--- src/rtl/hb_fmt_pkg.sv ---
package hb_fmt_pkg;
  localparam int OUT_W  = 16;
  localparam int DROP_W = 4;

  typedef struct packed {
    logic [DROP_W-1:0] drop;  // low bits cleared below kept precision
    logic              fmt;   // offset binary
  } fmt_ctrl_t;

  function automatic logic [DROP_W-1:0] sel_to_drop(input logic [2:0] sel);
    unique case (sel)
      3'd0:    return DROP_W'(8);
      3'd1:    return DROP_W'(6);
      3'd2:    return DROP_W'(4);
      3'd3:    return DROP_W'(3);
      3'd4:    return DROP_W'(2);
      3'd5:    return DROP_W'(1);
      default: return DROP_W'(0);
    endcase
  endfunction
endpackage

--- src/rtl/hb_fmt_dec.sv ---
module hb_fmt_dec
  import hb_fmt_pkg::*;
(
  input  logic [2:0] rnd_sel_i,
  input  logic       fmt_i,
  output fmt_ctrl_t  ctrl_o
);
  always_comb begin
    ctrl_o.drop = sel_to_drop(rnd_sel_i);
    ctrl_o.fmt  = fmt_i;
  end
endmodule

--- src/rtl/hb_fmt_round.sv ---
module hb_fmt_round
  import hb_fmt_pkg::*;
#(
  parameter int IN_W   = 24,
  parameter int FRAC_W = 6,
  localparam int EXT_W = IN_W + 1,
  localparam int SH_W  = $clog2(FRAC_W + OUT_W + 1) + 1
) (
  input  logic [IN_W-1:0]   data_i,
  input  logic [DROP_W-1:0] drop_i,
  output logic [EXT_W-1:0]  q_o     // rounded value in units of kept LSB
);
  logic [SH_W-1:0]         shift;
  logic signed [EXT_W-1:0] ext, half, sum;

  always_comb begin
    shift = SH_W'(FRAC_W) + SH_W'(drop_i);
    ext   = signed'({data_i[IN_W-1], data_i});
    half  = signed'(EXT_W'(1) << (shift - SH_W'(1)));
    sum   = ext + half;
    q_o   = sum >>> shift;
  end
endmodule

--- src/rtl/hb_fmt_sat.sv ---
module hb_fmt_sat
  import hb_fmt_pkg::*;
#(
  parameter int EXT_W = 25
) (
  input  logic [EXT_W-1:0] q_i,
  input  fmt_ctrl_t        ctrl_i,
  output logic [OUT_W-1:0] word_o
);
  localparam int PW_W = $clog2(OUT_W) + 1;

  logic [PW_W-1:0]         pw;
  logic signed [EXT_W-1:0] lim, q_max, q_min, q_s, q_c;
  logic [OUT_W-1:0]        w;

  always_comb begin
    pw    = PW_W'(OUT_W - 1) - PW_W'(ctrl_i.drop);
    lim   = signed'(EXT_W'(1) << pw);
    q_max = lim - EXT_W'(1);
    q_min = -lim;
    q_s   = signed'(q_i);
    if (q_s > q_max)      q_c = q_max;
    else if (q_s < q_min) q_c = q_min;
    else                  q_c = q_s;
    w      = OUT_W'(q_c) << ctrl_i.drop;
    word_o = {w[OUT_W-1] ^ ctrl_i.fmt, w[OUT_W-2:0]};
  end
endmodule

--- src/rtl/hb_fmt_lane.sv ---
module hb_fmt_lane
  import hb_fmt_pkg::*;
#(
  parameter int IN_W   = 24,
  parameter int FRAC_W = 6
) (
  input  logic             clk_i,
  input  logic             rst_ni,
  input  fmt_ctrl_t        ctrl_i,
  input  logic [IN_W-1:0]  data_i,
  input  logic             valid_i,
  input  logic             oe_ni,
  output logic [OUT_W-1:0] data_o,
  output logic             valid_o
);
  localparam int EXT_W = IN_W + 1;

  logic [EXT_W-1:0] q;
  logic [OUT_W-1:0] word;

  hb_fmt_round #(.IN_W(IN_W), .FRAC_W(FRAC_W)) u_round (
    .data_i (data_i),
    .drop_i (ctrl_i.drop),
    .q_o    (q)
  );

  hb_fmt_sat #(.EXT_W(EXT_W)) u_sat (
    .q_i    (q),
    .ctrl_i (ctrl_i),
    .word_o (word)
  );

  always_ff @(posedge clk_i or negedge rst_ni) begin
    if (!rst_ni) begin
      data_o  <= '0;
      valid_o <= 1'b0;
    end else if (oe_ni) begin
      data_o  <= '0;
      valid_o <= 1'b0;
    end else begin
      data_o  <= word;
      valid_o <= valid_i;
    end
  end
endmodule

--- src/rtl/hb_out_fmt.sv ---
module hb_out_fmt
  import hb_fmt_pkg::*;
#(
  parameter int IN_W   = 24,
  parameter int FRAC_W = 6
) (
  input  logic             clk_i,
  input  logic             rst_ni,
  input  logic [2:0]       rnd_sel_i,
  input  logic             fmt_i,
  input  logic [IN_W-1:0]  a_data_i,
  input  logic             a_valid_i,
  input  logic             a_oe_ni,
  output logic [OUT_W-1:0] a_data_o,
  output logic             a_valid_o,
  input  logic [IN_W-1:0]  b_data_i,
  input  logic             b_valid_i,
  input  logic             b_oe_ni,
  output logic [OUT_W-1:0] b_data_o,
  output logic             b_valid_o
);
  localparam int LANES = 2;

  fmt_ctrl_t        ctrl;
  logic [IN_W-1:0]  din   [LANES];
  logic             vin   [LANES];
  logic             oen   [LANES];
  logic [OUT_W-1:0] dout  [LANES];
  logic             vout  [LANES];

  hb_fmt_dec u_dec (
    .rnd_sel_i (rnd_sel_i),
    .fmt_i     (fmt_i),
    .ctrl_o    (ctrl)
  );

  assign din[0] = a_data_i;
  assign vin[0] = a_valid_i;
  assign oen[0] = a_oe_ni;
  assign din[1] = b_data_i;
  assign vin[1] = b_valid_i;
  assign oen[1] = b_oe_ni;

  for (genvar l = 0; l < LANES; l++) begin : g_lane
    hb_fmt_lane #(.IN_W(IN_W), .FRAC_W(FRAC_W)) u_lane (
      .clk_i   (clk_i),
      .rst_ni  (rst_ni),
      .ctrl_i  (ctrl),
      .data_i  (din[l]),
      .valid_i (vin[l]),
      .oe_ni   (oen[l]),
      .data_o  (dout[l]),
      .valid_o (vout[l])
    );
  end

  assign a_data_o  = dout[0];
  assign a_valid_o = vout[0];
  assign b_data_o  = dout[1];
  assign b_valid_o = vout[1];
endmodule

--- config.mk ---
export PLATFORM = sky130hd
export DESIGN_NAME = hb_out_fmt
export DESIGN_NICKNAME = d
export VERILOG_FILES = /design/src/rtl/hb_fmt_pkg.sv /design/src/rtl/hb_fmt_dec.sv /design/src/rtl/hb_fmt_round.sv /design/src/rtl/hb_fmt_sat.sv /design/src/rtl/hb_fmt_lane.sv /design/src/rtl/hb_out_fmt.sv
export SDC_FILE = /design/constraint.sdc
export NUM_CORES = 1
export LEC_CHECK = 0
export BUFFER_PORTS_ARGS = -buffer_cell sky130_fd_sc_hd__buf_4
export CAP_MARGIN = 10
export CELL_PAD_IN_SITES_DETAIL_PLACEMENT = 2
export CELL_PAD_IN_SITES_GLOBAL_PLACEMENT = 2
export CORE_MARGIN = 2
export CORE_UTILIZATION = 39
export CTS_CLUSTER_SIZE = 28
export DETAILED_ROUTE_END_ITERATION = 6
export GPL_ROUTABILITY_DRIVEN = 1
export HOLD_SLACK_MARGIN = 0.12
export PLACE_DENSITY_LB_ADDON = 0.1
export SLEW_MARGIN = 5
export SYNTH_ARGS = -nofsm -noshare
export SYNTH_HDL_FRONTEND = slang
export SYNTH_SLANG_ARGS = --single-unit
--- constraint.sdc ---
create_clock -name clk_i -period 0.83 [get_ports clk_i]
set_input_delay 0.1245 -clock clk_i [delete_from_list [all_inputs] [get_ports clk_i]]
set_output_delay 0.1245 -clock clk_i [all_outputs]
set_load 0.02 [all_outputs]
==> flow_metrics.py, run 1 <==
metrics = {
    "synth": {
        "async_flop_share_pct": 100,
        "yosysWarnings": 0,
        "syn_area_per_cell_um2": 7.04,
        "ys_types": 107,
        "mappedNetlistArea_um2": 11800,
        "synth_edf_count": 0,
        "ys_seq_area_share_pct": 7.21,
        "syn_inst": 1676,
        "synth_seq_cells": 34,
        "ys.flop_type": "dfrtp_1",
    },
    "floorplan": {
        "rows": 63,
        "initial_core_util_pct": 39.7,
        "die_width_um": 178,
        "chipHeight_um": 178,
        "num_io_pins": 92,
    },
    "status": {
        "firstError": "[ERROR DPL-0033] detailed placement checks failed during check placement.",
        "status": "did not finish",
        "haltStage": "3_5_place_dp",
    },
    "placement": {
        "dp_hpwl_um": 65400,
        "portBuffers": 91,
        "routabilityCongestion": 1.01,
    },
}
-- synth_stat cells, drive strengths merged, types with 23 or more instances --
master  instances  area share [%]
clkbuf         77             2.4
nand3          55             2.3
mux2i          30             2.5
inv            33             1.0
dfrtp          34             7.2
a31oi          24             1.3
a21oi         150             6.6
nor2          148             4.8
o21ai         121             5.2
a211oi         46             3.2
ha            137              15
nor3           52             2.2
xnor2          24             1.8
nand4          26             1.4
o21a           27             1.7
and2           29             1.5
and3           24             1.3
o211ai         29             2.0
nand2         158             5.0
a21o           37             2.4
buf            37             1.7
xor2           23             1.8
-- cells by family after synthesis --
group	synth area share (%)
AO/OA/AOI/OAI	39.3
XOR/XNOR	3.74
adder cells (fa/ha/maj)	15.4
buffers and inverters	5.31
flip-flops	7.21
multiplexers	4.17
other	0.0636
AND/OR/NAND/NOR	24.8
-- metrics by stage --
stage	hold slack, ps	cell area [um^2]	std cells	TNS (ps)	setup slack (ps)
2_1_floorplan	-171	12700	1744	-229580	-7400
3_3_place_gp	75.8	17600	2697	-233800	-7650
==> run 2: changes to the inputs <==
--- a/config.mk
+++ b/config.mk
@@ -7,15 +7,11 @@
 export LEC_CHECK = 0
 export BUFFER_PORTS_ARGS = -buffer_cell sky130_fd_sc_hd__buf_4
 export CAP_MARGIN = 10
-export CELL_PAD_IN_SITES_DETAIL_PLACEMENT = 2
-export CELL_PAD_IN_SITES_GLOBAL_PLACEMENT = 2
 export CORE_MARGIN = 2
-export CORE_UTILIZATION = 39
-export CTS_CLUSTER_SIZE = 28
+export CORE_UTILIZATION = 29
 export DETAILED_ROUTE_END_ITERATION = 6
 export GPL_ROUTABILITY_DRIVEN = 1
-export HOLD_SLACK_MARGIN = 0.12
-export PLACE_DENSITY_LB_ADDON = 0.1
+export PLACE_DENSITY_LB_ADDON = 0.15
 export SLEW_MARGIN = 5
 export SYNTH_ARGS = -nofsm -noshare
 export SYNTH_HDL_FRONTEND = slang
==> run 2 against run 1 <==
  * The flow now finishes, with violations (negative setup slack)
  * Synthesized cell count unchanged
  * Synthesized area unchanged
==> flow_metrics.py, run 2 <==
metrics = {
    "status": {
        "status": "finished, violations left",
        "violations": "negative setup slack",
    },
    "final_layout": {
        "regMostFlops": "g_lane.u_lane.data_o",
        "largest_reg_flops": 32,
        "n_antenna_cell": 0,
        "postLayoutCoreUtil_pct": 52.5,
        "layout_commonest_cell": "buf_4",
        "drive_above_1_share_pct": 48.0,
        "reg.largest.list": "g_lane.u_lane.data_o: 32 flops, g_lane.u_lane.valid_o: 2 flops",
        "area_delta_synth_final_pct": 77.4,
        "final_cell_mix": "buf_4 (731), nand2_1 (140), nor2_1 (135)",
        "fillCellCount": 3893,
        "fin_nets": 2654,
    },
    "global_routing": {
        "antenna_found_initial": 0,
        "grt_overflow": 0,
        "grt_pass1_wl_um": 97500,
        "grt_pass1_vias": 16400,
        "grt.total_usage_pct": 30.0,
        "grt_max_degree": 67,
    },
    "power": {
        "seqPwrFrac_pct": 6.3,
        "p_clk_share_pct": 6.5,
        "p_comb_share_pct": 87.2,
        "p_int_uw": 17000,
        "ir_drop_mv": 0.821,
        "switching_power_uw": 15400,
        "p_sw_share_pct": 47.4,
        "p_per_area_nw_per_um2": 1550,
        "p_leak_uw": 0.00966,
    },
    "synth": {
        "synth_edf_count": 0,
        "ys_seq_area_share_pct": 7.21,
        "mappedNetlistArea_um2": 11800,
        "syn_inst": 1676,
        "syn_area_per_cell_um2": 7.04,
        "async_flop_share_pct": 100,
        "synth_top_cell_area_share_pct": 14.5,
        "ys_top_cells_by_area": "ha_1 (15%), dfrtp_1 (7.2%), a21oi_1 (6.1%)",
        "ys.flop_type": "dfrtp_1",
        "synth_seq_cells": 34,
        "yosysWarnings": 0,
        "ys_types": 107,
        "yosysMostFrequentCell": "nand2_1",
        "synth_top_cell_by_area": "ha_1",
        "ys_top_cells_by_count": "nand2_1 (157), nor2_1 (147), a21oi_1 (145), ha_1 (137), o21ai_0 (105)",
    },
    "placement": {
        "routabilityCongestion": 1.01,
        "dp_hpwl_um": 51900,
        "dp_slack_ps": -8080,
        "portBuffers": 91,
    },
    "floorplan": {
        "rows": 73,
        "core_um2": 39900,
        "num_io_pins": 92,
        "chipHeight_um": 206,
        "initial_core_util_pct": 29.6,
        "die_width_um": 206,
        "dieArea_um2": 42300,
    },
    "timing": {
        "fin_crit_sh_pct": 940,
        "setup_viol": 66,
        "finalCriticalPeriod_ps": 7800,
        "hold_violations": 0,
        "max_freq_mhz": 128,
        "relSlewSlack_pct": 39.7,
        "drv_slew": 0,
        "tightest_slew_ps": 905,
        "fin_ws_ps": -6970,
        "finalSetupTns_ps": -218590,
        "rsz0062_at_grt": "true",
    },
    "worst_hold_path": {
        "hold_path_depth": 2,
        "hold_path_class": "in2reg",
        "hold_end": "g_lane[1].u_lane.valid_o",
        "min-delay-start": "b_valid_i",
    },
    "drt": {
        "via_per_inst": 5.69,
        "wl_per_cell_um": 21.9,
        "initialDrtViolationCount": 1384,
        "drc": 0,
        "ant_nets": 0,
        "vias": 17000,
        "routed_wl_um": 65300,
        "dr.pass1.iters": 7,
    },
    "job": {
        "cap_violations": 0,
    },
    "critical_path": {
        "cp_data_arrival_time_ps": 7970,
        "cp.required_ps": 1000,
        "cp-start-kind": "input pin",
        "slowest_stage": "maj3_2",
        "path_common_cell": "o21a_1",
        "cp-end-kind": "register",
        "critPathMaxStageDelay_ps": 430,
        "cp_max_fo": 8,
        "critical_path_class": "in2reg",
    },
    "clock_network": {
        "htree_num_levels": 2,
        "clockBufferDepth": 2,
        "path_clk_slew_ps": 60,
        "clock-sinks": 34,
        "cts_buffers": 5,
        "root_buffer": "clkbuf_16",
        "cts_tree": "done",
    },
}
## run 2: cell counts after synthesis
No cell type changed its count.
## run 2: timing repair
| action | in CTS | in global routing |
|---|---|---|
| setup buffers | 81 | 31 |
| hold buffers | 1 | 0 |
| setup endpoints to repair | 66 | 66 |
| cloned | 0 | 1 |
| resized for setup | 291 | 116 |
| hold endpoints to repair | 34 | 0 |
| pin swaps | 145 | 96 |
## run 2: routing by layer
metal,up-vias,GRT usage (%),wire length (um)
li1,7967,-,-
met1,8126,37.3,27000
met2,724,51.8,30800
met3,165,4.78,4600
met4,0,11.4,2890
met5,-,0,0
## run 2: stage by stage
step                total power [uW]  instances  instance area [um^2]  hold WS (ps)
floorplan                      14200       1744                 12700          -171
global placement               24700       2866                 18000          83.6
detailed placement             24900       2866                 18000          86.4
CTS                            30200       2954                 20100          75.4
global route                   34400       2983                 20900          81.0
finish                         32400       2983                 20900          72.4
## run 2: final cells by class
type | count | area, um^2 | share of cell area (%)
clock buffers | 6 | 129 | 0.615
flip-flops and latches | 34 | 851 | 4.06
inverters | 35 | 141 | 0.675
repair buffers | 820 | 6560 | 31.3
clock inverters | 2 | 37.5 | 0.179
multi-input cells | 1561 | 12600 | 60.0
well taps | 525 | 657 | 3.14
## run 2: worst max-delay path by stage
stage / startpoint / endpoint / slack (ps)
after global placement: rnd_sel_i[0] / g_lane[0].u_lane.data_o[14] / -8120
final: rnd_sel_i[1] / g_lane[1].u_lane.data_o[15] / -6970
after CTS: rnd_sel_i[1] / g_lane[0].u_lane.data_o[15] / -6790
after detailed placement: rnd_sel_i[0] / g_lane[0].u_lane.data_o[14] / -8080
after global routing: rnd_sel_i[1] / g_lane[1].u_lane.data_o[15] / -7220
after floorplan: rnd_sel_i[0] / g_lane[0].u_lane.data_o[13] / -7400
## run 2: power by group through the flow
stage                     registers [uW]  clock network (uW)  logic, uW
after floorplan                     2380                   0      11800
after global placement              2030                   0      22700
after detailed placement            2040                   0      22800
after CTS                           2060                2110      26000
after global routing                2080                2170      30100
final                               2050                2090      28200
## run 2: logic make-up after synthesis
logic type,count (synthesis),share of synthesized area (%)
DFF,34,7.21
buffers and inverters,149,5.31
adders and majority gates,145,15.4
muxes,44,4.17
other,2,0.0636
AOI/OAI and AO/OA,655,39.3
and+or+nand+nor,599,24.8
xor gates and xnor gates,48,3.74
## run 2: critical path, delay by kind of cell
kind	cells	cell delay, ps
compound gates	19	3420
fa+ha+maj	4	1180
simple gates	12	1920
mux	1	360
buf+inv	8	910
(Power assumes the default switching activity.)
==> run 3: changes to the inputs <==
--- a/config.mk
+++ b/config.mk
@@ -11,8 +11,9 @@
 export CORE_UTILIZATION = 29
 export DETAILED_ROUTE_END_ITERATION = 6
 export GPL_ROUTABILITY_DRIVEN = 1
-export PLACE_DENSITY_LB_ADDON = 0.15
+export PLACE_DENSITY_LB_ADDON = 0.08
 export SLEW_MARGIN = 5
 export SYNTH_ARGS = -nofsm -noshare
 export SYNTH_HDL_FRONTEND = slang
+export SYNTH_HIERARCHICAL = 1
 export SYNTH_SLANG_ARGS = --single-unit
==> run 3 against run 2 <==
  * The run still ends with negative setup slack left
  * Design area is 8.6% higher
  * Wire length is 8.9% lower
  * Count of clock-buffer cells in the layout is 1 higher
  * Via count is 4.3% higher
==> flow_metrics.py, run 3 <==
metrics = {
    "status": {
        "status": "finished, violations left",
        "violations": "negative setup slack",
    },
    "critical_path": {
        "critPathMaxStageDelay_ps": 520,
        "cp.required_ps": 1000,
        "cp-end-kind": "register",
        "cp_data_arrival_time_ps": 7390,
        "cp_max_fo": 7,
        "path_common_cell": "buf_6",
        "slowest_stage": "mux4_2",
        "cp-start-kind": "input pin",
        "critical_path_class": "in2reg",
    },
    "synth": {
        "ys_seq_area_share_pct": 6.10,
        "synth_top_cell_area_share_pct": 13.4,
        "ys_top_cells_by_count": "nand2_1 (219), nor2_1 (179), ha_1 (150), a21oi_1 (149), o21ai_0 (105)",
        "synth_edf_count": 0,
        "synth_top_cell_by_area": "ha_1",
        "yosysWarnings": 6,
        "ys_types": 119,
        "ys_top_cells_by_area": "ha_1 (13%), dfrtp_1 (6.1%), nand2_1 (5.9%)",
        "async_flop_share_pct": 100,
        "yosysMostFrequentCell": "nand2_1",
        "syn_inst": 1962,
        "synth_seq_cells": 34,
        "mappedNetlistArea_um2": 14000,
        "syn_area_per_cell_um2": 7.11,
        "ys.flop_type": "dfrtp_1",
    },
    "final_layout": {
        "n_antenna_cell": 0,
        "reg.largest.list": "g_lane.u_lane/data_o: 32 flops, g_lane.u_lane/valid_o: 2 flops",
        "multi_input_area_um2": 14300,
        "fillCellCount": 4801,
        "regArea_um2": 851,
        "area_delta_synth_final_pct": 62.9,
        "largest_reg_flops": 32,
        "regMostFlops": "g_lane.u_lane/data_o",
        "final_cell_mix": "buf_4 (715), nand2_1 (206), nor2_1 (157)",
        "layout_commonest_cell": "buf_4",
        "fin_nets": 2864,
        "drive_above_1_share_pct": 46.9,
    },
    "power": {
        "p_comb_share_pct": 87.4,
        "p_per_area_nw_per_um2": 1340,
        "p_clk_share_pct": 5.9,
        "ir_drop_mv": 0.681,
        "p_int_uw": 16300,
        "p_leak_uw": 0.0101,
        "p_sw_share_pct": 46.6,
        "switching_power_uw": 14200,
        "seqPwrFrac_pct": 6.7,
    },
    "timing": {
        "timing.hold.ws_ps": 71.1,
        "max_freq_mhz": 139,
        "finalSetupTns_ps": -198840,
        "setup_viol": 66,
        "relSlewSlack_pct": 45.9,
        "fin_crit_sh_pct": 869,
        "hold_violations": 0,
        "finalCriticalPeriod_ps": 7220,
        "tightest_slew_ps": 811,
        "drv_slew": 0,
        "rsz0062_at_grt": "true",
        "fin_ws_ps": -6390,
    },
    "clock_network": {
        "clock-sinks": 34,
        "cts_buffers": 5,
        "clockBufferDepth": 2,
        "cts_tree": "done",
        "path_clk_slew_ps": 50,
        "htree_num_levels": 2,
        "root_buffer": "clkbuf_16",
    },
    "drt": {
        "ant_nets": 0,
        "dr.pass1.iters": 6,
        "routed_wl_um": 59500,
        "drc": 0,
        "via_per_inst": 5.41,
        "initialDrtViolationCount": 923,
        "vias": 17700,
        "wl_per_cell_um": 18.2,
    },
    "global_routing": {
        "grt_max_degree": 69,
        "grt_pass1_vias": 17600,
        "grt.total_usage_pct": 22.9,
        "grt_overflow": 0,
        "grt_pass1_wl_um": 94100,
        "antenna_found_initial": 0,
    },
    "floorplan": {
        "dieArea_um2": 49900,
        "die_width_um": 223,
        "core_um2": 47600,
        "chipHeight_um": 223,
        "initial_core_util_pct": 29.3,
        "rows": 80,
        "num_io_pins": 92,
    },
    "placement": {
        "routabilityCongestion": 0.909,
        "dp_slack_ps": -7120,
        "dp_hpwl_um": 47600,
        "portBuffers": 91,
    },
    "worst_hold_path": {
        "hold_path_class": "in2reg",
        "hold_end": "g_lane[1].u_lane/valid_o",
        "hold_path_depth": 2,
        "min-delay-start": "b_valid_i",
    },
    "job": {
        "cap_violations": 0,
    },
}
-- run 3: what timing repair did --
item / in CTS / in global routing
setup buffers: 47 / 39
cloned: 2 / 0
pin swaps: 89 / 71
hold buffers: 1 / 0
endpoints found under the hold margin: 34 / 0
resized for setup: 234 / 223
setup endpoints to repair: 66 / 66
-- run 3: cells by family after synthesis --
| group | synth area share, % |
|---|---|
| AND/OR/NAND/NOR | 26.3 |
| AO/OA/AOI/OAI | 34.3 |
| buffers and inverters | 6.73 |
| adder cells (fa/ha/maj) | 13.7 |
| multiplexers | 9.39 |
| XOR/XNOR | 3.39 |
| flip-flops | 6.10 |
| other | 0.108 |
-- run 3: critical path, delay by kind of cell --
| kind | cells | cell delay [ps] |
|---|---|---|
| AOI/OAI and AO/OA | 16 | 2990 |
| muxes | 4 | 1070 |
| buffers and inverters | 7 | 760 |
| adders and majority gates | 3 | 990 |
| and+or+nand+nor | 7 | 1420 |
-- run 3: per-layer routing --
layer  wire (um)  vias to the layer above  share of wire, %  global-route usage [%]
li1            -                     8777                 -                       -
met1       27900                     8430                47                    30.9
met2       28300                      418                48                    39.8
met3        1710                       81               2.9                    1.11
met4        1530                        0               2.6                    6.19
met5           0                        -                 0                       0
-- run 3: final cells by class --
cell class | count | share of cell area, %
clock buffers | 7 | 0.627
clock inverters | 1 | 0.0220
inverters | 76 | 1.35
multi-input cells | 1740 | 62.9
flip-flops and latches | 34 | 3.74
well taps | 615 | 3.38
repair buffers | 797 | 28.0
-- run 3: worst max-delay path by stage --
stage                            start                           to  depth (start not counted)
after floorplan           rnd_sel_i[1]  g_lane[0].u_lane/data_o[15]                         36
after global placement    rnd_sel_i[0]  g_lane[1].u_lane/data_o[14]                         34
after detailed placement  rnd_sel_i[0]  g_lane[1].u_lane/data_o[14]                         35
after CTS                 rnd_sel_i[0]  g_lane[0].u_lane/data_o[15]                         34
after global routing      rnd_sel_i[0]  g_lane[0].u_lane/data_o[15]                         39
final                     rnd_sel_i[0]  g_lane[0].u_lane/data_o[15]                         37
-- run 3: power by group through the flow --
| stage | sequential, uW | combinational, uW | clock, uW |
|---|---|---|---|
| after global placement | 2010 | 22200 | 0 |
| after floorplan | 2350 | 12400 | 0 |
| final | 2030 | 26700 | 1810 |
| after global routing | 2050 | 28900 | 1930 |
| after CTS | 2030 | 24600 | 1870 |
| after detailed placement | 2010 | 22300 | 0 |
-- run 3: metrics by stage --
step / cell area, um^2 / utilization [%] / total power [uW] / cells
after global placement: 19900 / 41.7 / 24200 / 3181
after CTS: 21400 / 44.9 / 28500 / 3233
after detailed placement: 19900 / 41.7 / 24400 / 3181
after global routing: 22700 / 47.7 / 32900 / 3270
after floorplan: 14400 / - / 14700 / 1978
final: 22700 / 47.7 / 30600 / 3270
